--- src/rtl/wavetimer8_pkg.sv ---
package wavetimer8_pkg;
  localparam int ADDR_W = 3;
  localparam logic [ADDR_W-1:0] A_CTLA = 3'd0;
  localparam logic [ADDR_W-1:0] A_CTLB = 3'd1;
  localparam logic [ADDR_W-1:0] A_CMPA = 3'd2;
  localparam logic [ADDR_W-1:0] A_CMPB = 3'd3;
  localparam logic [ADDR_W-1:0] A_CNT  = 3'd4;

  typedef struct packed {
    logic fast;   // single-slope PWM
    logic phase;  // dual-slope PWM
    logic top_a;  // TOP taken from compare A
  } mode_t;

  function automatic mode_t decode_mode(input logic [2:0] w);
    mode_t m;
    m = '0;
    case (w)
      3'b001: m.phase = 1'b1;
      3'b101: begin m.phase = 1'b1; m.top_a = 1'b1; end
      3'b010: m.top_a = 1'b1;
      3'b011: m.fast = 1'b1;
      3'b111: begin m.fast = 1'b1; m.top_a = 1'b1; end
      default: m = '0;
    endcase
    return m;
  endfunction
endpackage

--- src/rtl/wt_counter.sv ---
module wt_counter #(
  parameter int W = 8
) (
  input  logic         clk,
  input  logic         rst_n,
  input  logic         tick,
  input  logic         load,
  input  logic [W-1:0] load_val,
  input  logic [W-1:0] top,
  input  logic         phase,
  output logic [W-1:0] cnt,
  output logic         down,
  output logic         at_top,
  output logic         ovf_flag
);
  logic at_bot;

  always_comb begin
    at_top = tick && (cnt == top);
    at_bot = tick && down && (cnt == '0);
  end

  always_ff @(posedge clk) begin
    if (!rst_n) begin
      cnt      <= '0;
      down     <= 1'b0;
      ovf_flag <= 1'b0;
    end else begin
      ovf_flag <= phase ? at_bot : at_top;
      if (load) begin
        cnt <= load_val;
      end else if (tick) begin
        if (phase) begin
          if (!down) begin
            if (cnt == top) begin
              down <= 1'b1;
              cnt  <= cnt - 1'b1;
            end else begin
              cnt <= cnt + 1'b1;
            end
          end else if (cnt == '0) begin
            down <= 1'b0;
            cnt  <= cnt + 1'b1;
          end else begin
            cnt <= cnt - 1'b1;
          end
        end else begin
          down <= 1'b0;
          cnt  <= (cnt == top) ? '0 : cnt + 1'b1;
        end
      end
    end
  end

  assert_cnt_holds_R14: assert property (@(posedge clk) disable iff (!rst_n)
    (!tick && !load) |=> $stable(cnt));
  assert_dir_holds_R5: assert property (@(posedge clk) disable iff (!rst_n)
    !tick |=> $stable(down));
  assert_ovf_after_tick_R3: assert property (@(posedge clk) disable iff (!rst_n)
    ovf_flag |-> $past(tick));
  assert_ovf_single_R4: assert property (@(posedge clk) disable iff (!rst_n)
    (ovf_flag && !tick) |=> !ovf_flag);
endmodule

--- src/rtl/wt_channel.sv ---
module wt_channel
  import wavetimer8_pkg::*;
#(
  parameter int W = 8,
  parameter bit IS_A = 1'b0
) (
  input  logic         clk,
  input  logic         rst_n,
  input  logic         tick,
  input  logic [W-1:0] cnt,
  input  logic [W-1:0] top,
  input  logic         at_top,
  input  logic         down,
  input  mode_t        mode,
  input  logic         mbit2,
  input  logic [1:0]   code,
  input  logic         cmp_wr,
  input  logic [W-1:0] cmp_wdata,
  output logic [W-1:0] cmp_buf,
  output logic [W-1:0] cmp_act,
  output logic         pin,
  output logic         oe,
  output logic         match_flag
);
  logic pwm, match, at_top_eq, pin_nx;

  always_comb begin
    pwm       = mode.fast || mode.phase;
    match     = tick && (cnt == cmp_act);
    at_top_eq = (cmp_act == top);
    oe        = |code;
    pin_nx    = pin;
    if (!pwm) begin
      if (match) begin
        case (code)
          2'b01:   pin_nx = ~pin;
          2'b10:   pin_nx = 1'b0;
          2'b11:   pin_nx = 1'b1;
          default: pin_nx = pin;
        endcase
      end
    end else if (code[1]) begin
      if (mode.fast) begin
        if (at_top)                     pin_nx = ~code[0];
        else if (match && !at_top_eq)   pin_nx = code[0];
      end else begin
        if (at_top && at_top_eq)        pin_nx = ~code[0];
        else if (match && !at_top_eq)   pin_nx = down ? ~code[0] : code[0];
      end
    end else if (code[0] && IS_A && mbit2 && match) begin
      pin_nx = ~pin;
    end
  end

  always_ff @(posedge clk) begin
    if (!rst_n) begin
      cmp_buf    <= '0;
      cmp_act    <= '0;
      pin        <= 1'b0;
      match_flag <= 1'b0;
    end else begin
      if (cmp_wr) cmp_buf <= cmp_wdata;
      if (!pwm)        cmp_act <= cmp_wr ? cmp_wdata : cmp_buf;
      else if (at_top) cmp_act <= cmp_buf;
      pin        <= pin_nx;
      match_flag <= match;
    end
  end

  assert_pin_on_tick_R14: assert property (@(posedge clk) disable iff (!rst_n)
    !tick |=> $stable(pin));
  assert_off_code_quiet_R6: assert property (@(posedge clk) disable iff (!rst_n)
    (code == 2'b00) |=> $stable(pin));
  assert_match_after_tick_R13: assert property (@(posedge clk) disable iff (!rst_n)
    match_flag |-> $past(tick));
  assert_pwm_cmp_holds_R12: assert property (@(posedge clk) disable iff (!rst_n)
    (pwm && !at_top) |=> $stable(cmp_act));
endmodule

--- src/rtl/wavetimer8.sv ---
module wavetimer8
  import wavetimer8_pkg::*;
#(
  parameter int W = 8
) (
  input  logic              clk,
  input  logic              rst_n,
  input  logic              reg_wr,
  input  logic [ADDR_W-1:0] reg_addr,
  input  logic [W-1:0]      reg_wdata,
  output logic [W-1:0]      reg_rdata,
  input  logic              tick,
  output logic              pin_a,
  output logic              pin_a_oe,
  output logic              pin_b,
  output logic              pin_b_oe,
  output logic              ovf_flag,
  output logic              cmp_a_flag,
  output logic              cmp_b_flag
);
  localparam int NCH = 2;

  logic [1:0]   code [NCH];
  logic [1:0]   mlo;
  logic         mbit2;
  mode_t        mode;
  logic [W-1:0] cnt, top;
  logic         down, at_top;
  logic [W-1:0] cbuf [NCH];
  logic [W-1:0] cact [NCH];
  logic [NCH-1:0] pins, oes, mflags;

  always_ff @(posedge clk) begin
    if (!rst_n) begin
      code[0] <= '0;
      code[1] <= '0;
      mlo     <= '0;
      mbit2   <= 1'b0;
    end else if (reg_wr) begin
      if (reg_addr == A_CTLA) begin
        code[0] <= reg_wdata[7:6];
        code[1] <= reg_wdata[5:4];
        mlo     <= reg_wdata[1:0];
      end
      if (reg_addr == A_CTLB) mbit2 <= reg_wdata[0];
    end
  end

  always_comb begin
    mode = decode_mode({mbit2, mlo});
    top  = mode.top_a ? cact[0] : '1;
  end

  wt_counter #(.W(W)) u_cnt (
    .clk(clk), .rst_n(rst_n), .tick(tick),
    .load(reg_wr && (reg_addr == A_CNT)), .load_val(reg_wdata),
    .top(top), .phase(mode.phase), .cnt(cnt), .down(down),
    .at_top(at_top), .ovf_flag(ovf_flag)
  );

  for (genvar gi = 0; gi < NCH; gi++) begin : g_ch
    wt_channel #(.W(W), .IS_A(gi == 0)) u_ch (
      .clk(clk), .rst_n(rst_n), .tick(tick), .cnt(cnt), .top(top),
      .at_top(at_top), .down(down), .mode(mode), .mbit2(mbit2),
      .code(code[gi]),
      .cmp_wr(reg_wr && (reg_addr == (A_CMPA + ADDR_W'(gi)))),
      .cmp_wdata(reg_wdata), .cmp_buf(cbuf[gi]), .cmp_act(cact[gi]),
      .pin(pins[gi]), .oe(oes[gi]), .match_flag(mflags[gi])
    );
  end

  always_comb begin
    reg_rdata = '0;
    case (reg_addr)
      A_CTLA: reg_rdata[7:0] = {code[0], code[1], 2'b00, mlo};
      A_CTLB: reg_rdata[0]   = mbit2;
      A_CMPA: reg_rdata      = cbuf[0];
      A_CMPB: reg_rdata      = cbuf[1];
      A_CNT:  reg_rdata      = cnt;
      default: reg_rdata     = '0;
    endcase
    pin_a      = pins[0];
    pin_b      = pins[1];
    pin_a_oe   = oes[0];
    pin_b_oe   = oes[1];
    cmp_a_flag = mflags[0];
    cmp_b_flag = mflags[1];
  end

  assert_rsvd_zero_R2: assert property (@(posedge clk) disable iff (!rst_n)
    (reg_addr == A_CTLA) |-> (reg_rdata[3:2] == 2'b00));
  assert_oe_no_pin_R11: assert property (@(posedge clk) disable iff (!rst_n)
    (!tick && reg_wr && reg_addr == A_CTLA) |=> ($stable(pin_a) && $stable(pin_b)));
endmodule

--- config.mk ---
export PLATFORM = sky130hd
export DESIGN_NAME = wavetimer8
export DESIGN_NICKNAME = d
export VERILOG_FILES = /design/src/rtl/wavetimer8_pkg.sv /design/src/rtl/wt_counter.sv /design/src/rtl/wt_channel.sv /design/src/rtl/wavetimer8.sv
export SDC_FILE = /design/constraint.sdc
export NUM_CORES = 1
export LEC_CHECK = 0
export BUFFER_PORTS_ARGS = -buffer_cell sky130_fd_sc_hd__buf_2
export CORE_ASPECT_RATIO = 1.5
export CORE_MARGIN = 2
export CORE_UTILIZATION = 35
export DETAILED_ROUTE_END_ITERATION = 16
export GPL_ROUTABILITY_DRIVEN = 0
export HOLD_SLACK_MARGIN = 0.05
export SLEW_MARGIN = 20
export SYNTH_ARGS = -nofsm -noshare
export SYNTH_HDL_FRONTEND = slang
export SYNTH_HIERARCHICAL = 1
export SYNTH_SLANG_ARGS = --single-unit
--- constraint.sdc ---
create_clock -name clk -period 3.5 [get_ports clk]
set_clock_uncertainty 0.15 [all_clocks]
set_input_delay 0.875 -clock clk [delete_from_list [all_inputs] [get_ports clk]]
set_output_delay 0.875 -clock clk [all_outputs]
set_load 0.005 [all_outputs]
# Word level (Yosys, flattened, before mapping)
# Memory sizes are Yosys's and may differ from the RTL's.
# Index checks and enable logic that the tools add are counted.
[word_totals]
regBits = 49
ram_bits = 4
inputBits = 15
output_inout_bits = 15
word_cells = 136
mem_count = 1
[mem_list]
columns = ["name", "words", "word_bits", "read_ports", "rd_clocked_by_memory_dff", "write_ports", "line_no", "text"]
rows = [
  ["code", 2, 2, 2, 0, 2, "wavetimer8.sv:23", "logic [1:0] code [NCH];"],
]
[classes]
n_addsub = 2
eq_ne = 27
n_mux = 52
n_bitwise = 7
reduce_logical = 34
[op_table]
columns = ["op", "count"]
rows = [
  ["2-to-1 mux 8 bit", 14],
  ["== test 8 bit", 5],
  ["2-to-1 mux 1 bit", 32],
  ["case mux 7 bit (4 select lines)", 1],
  ["logical AND 1 bit", 14],
  ["== test 3 x 2 -> 1 bit (second input constant)", 4],
  ["AND reduction 5 bit", 2],
  ["== test 3 bit (second input constant)", 3],
  ["adder 8 x 1 -> 8 bit (second input constant)", 1],
  ["== test 2 bit (second input constant)", 4],
  ["logical NOT 8 bit", 1],
  ["nonzero test 4 bit", 2],
  ["OR reduction 2 bit", 4],
  ["subtractor 8 x 1 -> 8 bit (second input constant)", 1],
  ["== test 3 x 1 -> 1 bit (second input constant)", 2],
  ["case mux 1 bit (3 select lines)", 2],
  ["AND reduction 2 bit", 3],
  ["nonzero test 2 bit", 3],
  ["inequality test 5 x 4 -> 1 bit (second input constant)", 1],
  ["inequality test 5 bit (second input constant)", 1],
  ["NOT 1 bit", 5],
  ["case mux 1 bit (5 select lines)", 1],
  ["== test 2 x 1 -> 1 bit (second input constant)", 2],
  ["2-to-1 mux 2 bit", 2],
  ["other kinds (9)", 12],
]

# Depth between registers and ports, before layout
# Gate-level depths: netlist of run 1.
[depth]
word_depth = 12
ltp_mapped = 12
ltp_nobuf = 11

# By module
# Netlist of run 1, hierarchy kept.
[modules_own_cells]
columns = ["module", "n_inst", "cells_per_inst", "area_per_inst_um2", "seq_area_each_um2"]
rows = [
  ["wt_counter", 1, 144, 1132.3, 200.2],
  ["wt_channel at g_ch[0].u_ch", 1, 119, 1072.3, 360.3],
  ["wt_channel at g_ch[1].u_ch", 1, 119, 1044.8, 360.3],
  ["wavetimer8", 1, 76, 663.1, 180.2],
]

# Worst setup path before layout of run 1
# OpenSTA, ideal clock, no wires.
[synth_timing]
path_kind = "register -> register"
from = "reg mlo[1]"
to = "reg g_ch[0].u_ch.pin"
setup_ns = 0.086
arrival_ns = 2.846
required_ns = 3.264
path_slack_ns = 0.419
stages_incl_launch_ff = 13
n_path_buf = 1
period_less_slack_ns = 3.081
cell_sequence = "dfxtp_1 -> nor3b_1 -> a21oi_1 -> or2_2 -> xnor2_1 -> nand4_1 -> nor2_1 -> and2_1 -> buf_1 -> nand2_1 -> o31ai_1 -> a2111oi_0 -> a211oi_1"
[synth_via]
elab_chain_cells = 11
elab_cells_between_ends = 30
classes_between = "eq/ne: 10; mux: 9; reduce/logical: 11"
[synth_rtl]
columns = ["item", "line_no", "text"]
rows = [
  ["from (decl)", "wavetimer8.sv:24", "logic [1:0] mlo;"],
  ["from (signal assigned)", "wavetimer8.sv:43", "mlo <= reg_wdata[1:0];"],
  ["== test 3 bit / == test 3 x 2 -> 1 bit (equally long branches)", "wavetimer8_pkg.sv:18", "case (w)"],
  ["OR reduction 3 bit (no source line) *", "n/a", ""],
  ["2-to-1 mux 1 bit *", "wavetimer8_pkg.sv:18", ""],
  ["2-to-1 mux 8 bit *", "wavetimer8.sv:51", "top = mode.top_a ? cact[0] : '1;"],
  ["via top[1]", "wavetimer8.sv:27", "logic [W-1:0] cnt, top;"],
  ["== test 8 bit *", "wt_counter.sv:19", "at_top = tick && (cnt == top);"],
  ["logical AND 1 bit *", "wt_counter.sv:19", ""],
  ["via at_top", "wavetimer8.sv:28", "logic down, at_top;"],
  ["logical AND 1 bit", "wt_channel.sv:47", "if (at_top && at_top_eq) pin_nx = ~code[0];"],
  ["2-to-1 mux 1 bit", "wt_channel.sv:47", ""],
  ["2-to-1 mux 1 bit", "wt_channel.sv:43", "if (mode.fast) begin"],
  ["2-to-1 mux 1 bit", "wt_channel.sv:42", "end else if (code[1]) begin"],
  ["2-to-1 mux 1 bit", "wt_channel.sv:33", "if (!pwm) begin"],
  ["to (signal assigned)", "wt_channel.sv:65", "pin <= pin_nx;"],
  ["to (decl)", "wt_channel.sv:21", "output logic pin,"],
]
# Mark *: on every way through the listed nets, which the timed path passes. The rest lies on a longest branch.
# A chain may end at the register's enable or synchronous reset.

# Worst setup path after layout of run 1
[layout_timing]
from = "in reg_addr[2]"
to = "out reg_rdata[4]"
[layout_via]
elab_chain_cells = 2
elab_cells_between_ends = 5
classes_between = "eq/ne: 3; mux: 1; reduce/logical: 1"
[layout_rtl]
columns = ["item", "line_no", "text"]
rows = [
  ["from (decl)", "wavetimer8.sv:9", "input logic [ADDR_W-1:0] reg_addr,"],
  ["== test 3 bit (tied with other cells)", "wavetimer8.sv:74", "case (reg_addr)"],
  ["case mux 7 bit (4 select lines) *", "wavetimer8.sv:74", ""],
  ["to (decl)", "wavetimer8.sv:11", "output logic [W-1:0] reg_rdata,"],
]
# Mark *: on every way between the ends. The rest lies on a longest branch, timed or not.

==> results of run 1 <==
flip-flops by register name, summed over array words and instances, names as in the netlist:
| register | flops |
|---|---|
| u_cnt/cnt | 8 |
| g_ch.u_ch/cmp_act | 16 |
| g_ch.u_ch/match_flag | 2 |
| g_ch.u_ch/cmp_buf | 16 |
| mlo | 2 |
| g_ch.u_ch/pin | 2 |
| mbit2 | 1 |
| u_cnt/down | 1 |
| u_cnt/ovf_flag | 1 |
| code | 4 |
stage by stage:
stage	hold slack, ps	instance area (µm²)	worst slack [ps]	std cells	utilization, %
detailed placement	339	4210	460	627	38.5
global placement	317	4210	528	627	38.5
floorplan	308	3910	433	457	-
finish	352	4360	436	635	39.9
CTS	350	4360	450	635	39.9
global route	382	4360	293	635	39.9
area by class of cell:
cell class,count,share of cell area (%)
flip-flops and latches,53,25.2
multi-input cells,375,60.6
clock buffers,5,2.87
clock inverters,3,0.573
well taps,147,4.21
repair buffers,43,5.73
inverters,9,0.774
metal layers:
| layer | up-vias | global-route usage, % | wire length, µm |
|---|---|---|---|
| met3 | 34 | 2.38 | 688 |
| li1 | 1727 | - | - |
| met2 | 174 | 34.6 | 5860 |
| met1 | 1692 | 22.5 | 4710 |
| met4 | 0 | 10.6 | 548 |
| met5 | - | 0 | 0 |
power by group through the flow:
stage | clock network, W | logic [W] | registers (W)
finish | 0.000521 | 0.000532 | 0.000730
global route | 0.000545 | 0.000579 | 0.000732
CTS | 0.000529 | 0.000525 | 0.000729
detailed placement | 0 | 0.000522 | 0.000743
global placement | 0 | 0.000514 | 0.000744
floorplan | 0 | 0.000388 | 0.000719
worst reg2reg max path: stages (launching register included):
cell and delay (ps):
sky130_fd_sc_hd__dfxtp_1 440, sky130_fd_sc_hd__nor3b_1 80, sky130_fd_sc_hd__a21oi_1 390, sky130_fd_sc_hd__or2_2 250, sky130_fd_sc_hd__xnor2_1 130, sky130_fd_sc_hd__nand4_1 190, sky130_fd_sc_hd__nor2_1 180, sky130_fd_sc_hd__and2_1 240
sky130_fd_sc_hd__buf_4 250, sky130_fd_sc_hd__o311ai_0 160, sky130_fd_sc_hd__a221o_1 300, sky130_fd_sc_hd__mux2i_1 140
worst paths after layout:
| check | startpoint | to | slack, ps | cells after the start |
|---|---|---|---|---|
| max reg2reg | mbit2 | g_ch[1].u_ch/pin | 510 | 11 |
| max | reg_addr[2] | reg_rdata[4] | 440 | 5 |
| min | g_ch[1].u_ch/pin | g_ch[1].u_ch/pin | 350 | 2 |
| min reg2reg | g_ch[1].u_ch/pin | g_ch[1].u_ch/pin | 350 | 2 |
==> results.toml, run 1 <==
[finish]
mostFrequentLayoutCell = "sky130_fd_sc_hd__dfxtp_1"
antenna-diode-count = 0
num-nets-final = 505
layout-area-overhead-vs-synth_pct = 11.7
area_of_the_multi_input_gates_um2 = 2650
count_of_filler_cells_inserted_in_the_layout = 1158
final_cell_mix = "49 x sky130_fd_sc_hd__dfxtp_1, 36 x sky130_fd_sc_hd__nand2_1, 35 x sky130_fd_sc_hd__xnor2_1, 33 x sky130_fd_sc_hd__mux2i_1, 32 x sky130_fd_sc_hd__nor2_1"
drive_above_1_share_pct = 18.2
regArea_um2 = 1100

[sta]
grt_setup_unrepaired = "no"
timing.setup.tns_ps = 0
timing.final.crit_period_ps = 3060
max_slew_margin_pct = 46.3
worst-slew-pin-transition_ps = 803
slew_viol_final = 0
post-route-period-util_pct = 87.5
maxClockFrequency_mhz = 326
hold_viol = 0
final-setup-viol-count = 0

[die]
start_util_pct = 35.7
die_height_um = 133
core_um2 = 10900
pin_count = 30
die-width_um = 90.3
full_die_area_um2 = 12000
row_count = 47

[clocking]
cts_resized = 0
h-tree-depth = 2
clock-root-buffer = "sky130_fd_sc_hd__clkbuf_16"
cts_tree = "yes"
numCtsBuffers = 5
insertion_delay_ps = 300
post_cts_buffers = 0
cts.hold.buffers_added = 0
clkSlewWorstSetupHoldPaths_ps = 70
clock_sinks = 53
ctsLongestPathBuffers = 2

[routing]
totalWireLength_mm = 11.8
drc_violations_left = 0
dr.first_iter.drc_count = 245
drtPass1Iterations = 5
drtAntennaViolNets = 0
dr_total_vias = 3627
detail_route.wl_per_cell_um = 18.6
vias_per_inst = 5.71

[power_and_ir_drop]
power_switching_w = 0.000622
power.internal_w = 0.00116
portion_of_total_power_attributed_to_combinational_logic_pct = 29.8
total_leakage_power_nw = 1.54
power_density_nw_per_um2 = 408
p_sw_share_pct = 34.9
final_total_pwr_w = 0.00178
ir_worst_vdd_v = 0.000269
clkPwrFrac_pct = 29.2
sequentialPowerShare_pct = 40.9

[setup_path]
path_max_fanout = 13
worst_path_largest_cell_delay_ps = 480
crit_slowest_cell = "sky130_fd_sc_hd__nor3b_2"
cp_cell_sequence = "buf_2, nor3b_2, a22oi_1, o21ai_1, buf_2"
crit_path_start_kind = "input pin"
crit_required_ps = 2470
end_kind = "output port"
family_with_the_most_delay_on_the_worst_path = "simple AND/OR/NAND/NOR gates"
setup.worst_path.class = "input pin to output port"
path_buf_inv = 2
crit_arrival_ps = 2040
path_common_cell = "sky130_fd_sc_hd__buf_2"

[place]
number_of_port_buffers = 29
dpl.hpwl_mm = 8.92

[yosys]
yosys_warnings = 6
synth.cell_area_um2 = 3910
synthesis.area_per_instance_um2 = 8.55
postSynthNetCount = 475
number_of_standard_cells_after_synthesis = 457

[global_routing]
global_route.usage.total_pct = 19.4
antenna_violations_before_repair = 0
grt-ovfl-total = 0
grt_pass1_wl_mm = 18.5
grt_max_degree = 49
first_global_vias = 3453

[flow_run]
max_cap_violations = 0

[worst_hold_path]
hold_path_class = "register to register"

[outcome]
status = "complete, no violations"
(Power assumes the default switching activity.)
==> run 2, diff against run 1 <==
==> constraint.sdc (replaced) <==
create_clock -name clk -period 3.5 [get_ports clk]
set_clock_uncertainty 0.15 [all_clocks]
set_input_delay 0.35 -clock clk [delete_from_list [all_inputs] [get_ports clk]]
set_output_delay 0.35 -clock clk [all_outputs]
set_load 0.005 [all_outputs]
==> results.toml, run 2 (same netlist as run 1, synthesis figures left out) <==
[global_routing]
first_global_vias = 3490
grt-ovfl-total = 0
grt_pass1_wl_mm = 19.1
grt-busiest-layer = "met2"
antenna_violations_before_repair = 0
grt_max_degree = 52
grtUsageMet1_pct = 23.9
fraction_of_met2_tracks_used_by_global_routing_pct = 35.9
grt_util_met3_pct = 2.04
global_route.usage.total_pct = 20.0

[finish]
area_of_the_multi_input_gates_um2 = 2650
drive_above_1_share_pct = 17.7
num-nets-final = 502
largest_regs = "g_ch.u_ch/cmp_act: 16 flops, g_ch.u_ch/cmp_buf: 16 flops, u_cnt/cnt: 8 flops"
mostFrequentLayoutCell = "sky130_fd_sc_hd__dfxtp_1"
antenna-diode-count = 0
layout.core_utilization_pct = 39.6
layout-area-overhead-vs-synth_pct = 10.9
regArea_um2 = 1100
final_cell_mix = "49 x sky130_fd_sc_hd__dfxtp_1, 36 x sky130_fd_sc_hd__nand2_1, 35 x sky130_fd_sc_hd__xnor2_1, 33 x sky130_fd_sc_hd__mux2i_1, 32 x sky130_fd_sc_hd__nor2_1"
count_of_filler_cells_inserted_in_the_layout = 1155

[clocking]
cts_resized = 0
clock-root-buffer = "sky130_fd_sc_hd__clkbuf_16"
clock_sinks = 53
ctsLongestPathBuffers = 2
cts_tree = "yes"
clkSlewWorstSetupHoldPaths_ps = 80
cts.hold.buffers_added = 0
post_cts_buffers = 0
h-tree-depth = 2
numCtsBuffers = 5
insertion_delay_ps = 300

[setup_path]
end_kind = "register"
crit_required_ps = 3590
path_max_fanout = 24
path_buf_inv = 1
cp_cell_sequence = "nor3b_1, a21oi_1, or2_2, xnor2_1, nand4_1, nor2_1, and2_1, buf_4, o311ai_0, a221o_1, mux2i_1"
family_with_the_most_delay_on_the_worst_path = "compound AO/OA/AOI/OAI gates"
rr_worst_depth = 11
worst_path_largest_cell_delay_ps = 460
setup.worst_path.class = "register to register"
critical_path.reg2reg.startpoint = "mlo[0]"
crit_arrival_ps = 3150
setup.reg_to_reg.worst_slack_ps = 430
end_of_the_worst_register_to_register_path = "g_ch[1].u_ch/pin"
crit_path_start_kind = "register"
crit_slowest_cell = "sky130_fd_sc_hd__a21oi_1"

[routing]
dr.first_iter.drc_count = 286
totalWireLength_mm = 11.9
drc_violations_left = 0
dr_total_vias = 3635
detail_route.wl_per_cell_um = 18.8
drtAntennaViolNets = 0
drtPass1Iterations = 5
vias_per_inst = 5.75

[sta]
max_slew_margin_pct = 31.6
final-setup-viol-count = 0
worst-slew-pin-transition_ps = 1020
slew_viol_final = 0
timing.final.crit_period_ps = 3070
grt_setup_unrepaired = "no"
timing.setup.tns_ps = 0
maxClockFrequency_mhz = 326
hold_viol = 0
post-route-period-util_pct = 87.7

[die]
pin_count = 30
core_um2 = 10900
die-width_um = 90.3
start_util_pct = 35.7
die_height_um = 133
full_die_area_um2 = 12000
row_count = 47

[flow_run]
max_cap_violations = 0

[worst_hold_path]
worst_hold_path.num_cells = 3
hold_path_class = "input pin to register"
hold_path.startpoint = "reg_wr"
hold-path-endpoint = "mbit2"

[outcome]
status = "complete, no violations"

[power_and_ir_drop]
total_leakage_power_nw = 1.52
power_density_nw_per_um2 = 402
ir_worst_vdd_v = 0.000264

[place]
dpl.hpwl_mm = 8.87
number_of_port_buffers = 29
## run 2: final cells by class
cell class              instances  share of cell area, %
multi-input cells             375                   61.0
flip-flops and latches         53                   25.4
repair buffers                 40                   5.25
well taps                     147                   4.24
clock buffers                   5                   2.89
inverters                       9                  0.779
clock inverters                 3                  0.404
## run 2: report_power, final
group / internal, W / leakage, nW / switching (W) / total (W)
Sequential: 0.000651 / 0.437 / 0.0000861 / 0.000737
Combinational: 0.000232 / 1.02 / 0.000274 / 0.000506
Clock: 0.000263 / 0.0696 / 0.000237 / 0.000500
## run 2: how the worst max path moves through the flow
stage               slack [ps]  startpoint  cells past startpoint               end
CTS                        500      mlo[0]                     11  g_ch[1].u_ch/pin
global placement           660      mlo[1]                     11  g_ch[1].u_ch/pin
floorplan                  430      mlo[1]                     12  g_ch[0].u_ch/pin
detailed placement         520      mlo[1]                     11  g_ch[1].u_ch/pin
finish                     430      mlo[0]                     11  g_ch[1].u_ch/pin
global route               180      mlo[1]                     12  g_ch[0].u_ch/pin
## run 2: worst reg2reg max path: cells and delay by family, from the launching register on
family / cells / cell delay [ps]
buffers and inverters: 1 / 350
flip-flops: 1 / 410
AO/OA/AOI/OAI: 3 / 950
multiplexers: 1 / 120
XOR/XNOR: 1 / 130
AND/OR/NAND/NOR: 5 / 900
## run 2: through the flow
step	cells	cell area, µm²	hold slack (ps)	worst slack (ps)	total power [W]
2_1_floorplan	457	3910	308	433	0.00111
6_report	632	4330	227	431	0.00174
3_3_place_gp	624	4190	318	659	0.00124
3_5_place_dp	624	4190	320	517	0.00125
5_1_grt	632	4330	232	176	0.00183
4_1_cts	632	4330	220	501	0.00174
## run 2: metal layers
layer / share of wire, % / vias up / wire length (µm)
met5: 0 / - / 0
met4: 2.9 / 0 / 348
met3: 4.4 / 26 / 521
met2: 51 / 111 / 6100
met1: 41 / 1783 / 4900
li1: - / 1715 / -
==> run 3, diff against run 2 <==
Settings changed: CORE_MARGIN 2 to 3, MAX_ROUTING_LAYER set to met4.
==> results.toml, run 3 (same netlist as run 1, synthesis figures left out) <==
[outcome]
status = "complete, no violations"

[setup_path]
crit_required_ps = 3520
crit_arrival_ps = 3180
rr_worst_depth = 11
setup.worst_path.class = "register to register"
end_kind = "register"
path_max_fanout = 11
crit_path_start_kind = "register"
setup.reg_to_reg.worst_slack_ps = 340

[clocking]
numCtsBuffers = 5
clock-root-buffer = "sky130_fd_sc_hd__clkbuf_16"
cts_resized = 0
clock_sinks = 53
ctsLongestPathBuffers = 2
h-tree-depth = 2
clkSlewWorstSetupHoldPaths_ps = 80
insertion_delay_ps = 300
post_cts_buffers = 0
cts.hold.buffers_added = 0
cts_tree = "yes"

[global_routing]
grt_max_degree = 52
grt_pass1_wl_mm = 18.8
global_route.usage.total_pct = 20.0
grt-ovfl-total = 0
antenna_violations_before_repair = 0
first_global_vias = 3377

[finish]
regArea_um2 = 1100
count_of_filler_cells_inserted_in_the_layout = 1095
largest_regs = "g_ch.u_ch/cmp_act: 16 flops, g_ch.u_ch/cmp_buf: 16 flops, u_cnt/cnt: 8 flops"
antenna-diode-count = 0
final_cell_mix = "49 x sky130_fd_sc_hd__dfxtp_1, 36 x sky130_fd_sc_hd__nand2_1, 35 x sky130_fd_sc_hd__xnor2_1, 33 x sky130_fd_sc_hd__mux2i_1, 32 x sky130_fd_sc_hd__nor2_1"
num-nets-final = 505
mostFrequentLayoutCell = "sky130_fd_sc_hd__dfxtp_1"
drive_above_1_share_pct = 18.2
layout-area-overhead-vs-synth_pct = 12.0
area_of_the_multi_input_gates_um2 = 2650

[routing]
totalWireLength_mm = 12.0
dr_total_vias = 3546
vias_per_inst = 5.61
detail_route.wl_per_cell_um = 19.0
dr.first_iter.drc_count = 282
drc_violations_left = 0
drtAntennaViolNets = 0
drtPass1Iterations = 4

[die]
die_height_um = 135
start_util_pct = 36.3
core_um2 = 10800
pin_count = 30
die-width_um = 92.3
full_die_area_um2 = 12500
row_count = 46

[sta]
hold_viol = 0
slew_viol_final = 0
fin_worst_hold_slack_ps = 229
post-route-period-util_pct = 90.2
grt_setup_unrepaired = "no"
timing.final.crit_period_ps = 3160
max_slew_margin_pct = 60.2
final-setup-viol-count = 0
worst-slew-pin-transition_ps = 595
maxClockFrequency_mhz = 317
timing.setup.tns_ps = 0

[worst_hold_path]
worst_hold_path.num_cells = 3
hold_path_class = "input pin to register"

[place]
number_of_port_buffers = 29
dpl.hpwl_mm = 9.04

[power_and_ir_drop]
power_density_nw_per_um2 = 415
total_leakage_power_nw = 1.55
ir_worst_vdd_v = 0.000228

[flow_run]
max_cap_violations = 0
[run 3: cell types whose count changed in the layout (fill, tap and decap cells not counted)]
cell / change
sky130_fd_sc_hd__clkinv_2: -2
sky130_fd_sc_hd__buf_4: +3
sky130_fd_sc_hd__inv_8: +1
sky130_fd_sc_hd__clkbuf_16: +1
[run 3: area by class of cell]
class,count,area share [%]
Clock inverter,2,0.429
Tap cell,144,4.11
Multi-Input combinational cell,375,60.4
Sequential cell,53,25.1
Timing Repair Buffer,43,5.71
Inverter,9,0.771
Clock buffer,6,3.43
[run 3: critical path, cell delays in order (launching register included)]
cell                        delay, ps
sky130_fd_sc_hd__dfxtp_1          410
sky130_fd_sc_hd__nor3b_1           70
sky130_fd_sc_hd__a21oi_1          410
sky130_fd_sc_hd__or2_2            250
sky130_fd_sc_hd__xnor2_1          130
sky130_fd_sc_hd__nand4_1          210
sky130_fd_sc_hd__nor2_1           170
sky130_fd_sc_hd__and2_1           360
sky130_fd_sc_hd__or2_2            180
sky130_fd_sc_hd__a31oi_1           70
sky130_fd_sc_hd__a2111oi_0        470
sky130_fd_sc_hd__a211oi_1         140
[run 3: worst paths after layout]
check,startpoint,to
setup reg to reg,mbit2,g_ch[0].u_ch/pin
setup / recovery,mbit2,g_ch[0].u_ch/pin
hold reg to reg,g_ch[1].u_ch/pin,g_ch[1].u_ch/pin
hold / removal,reg_wr,mbit2
[run 3: layer usage]
layer | track usage [%] | wire [µm] | vias up
met5 | - | 0 | -
met4 | 9.42 | 516 | 0
met3 | 2.45 | 452 | 30
met2 | 34.4 | 6050 | 115
met1 | 22.9 | 4980 | 1679
li1 | - | - | 1722
[run 3: per-stage QoR]
step | total power (W) | worst slack [ps] | std cells | util [%] | area, µm²
2_1_floorplan | 0.00111 | 433 | 457 | - | 3910
3_3_place_gp | 0.00125 | 635 | 624 | 39.1 | 4210
3_5_place_dp | 0.00126 | 520 | 624 | 39.1 | 4210
4_1_cts | 0.00183 | 499 | 632 | 40.7 | 4380
5_1_grt | 0.00190 | 138 | 632 | 40.7 | 4380
6_report | 0.00182 | 344 | 632 | 40.7 | 4380
[run 3: where the power goes]
part	switching [W]	leakage [nW]	total (W)	internal [W]
clock	0.000248	0.0801	0.000562	0.000314
sequential	0.0000817	0.437	0.000733	0.000651
combinational	0.000285	1.03	0.000523	0.000239
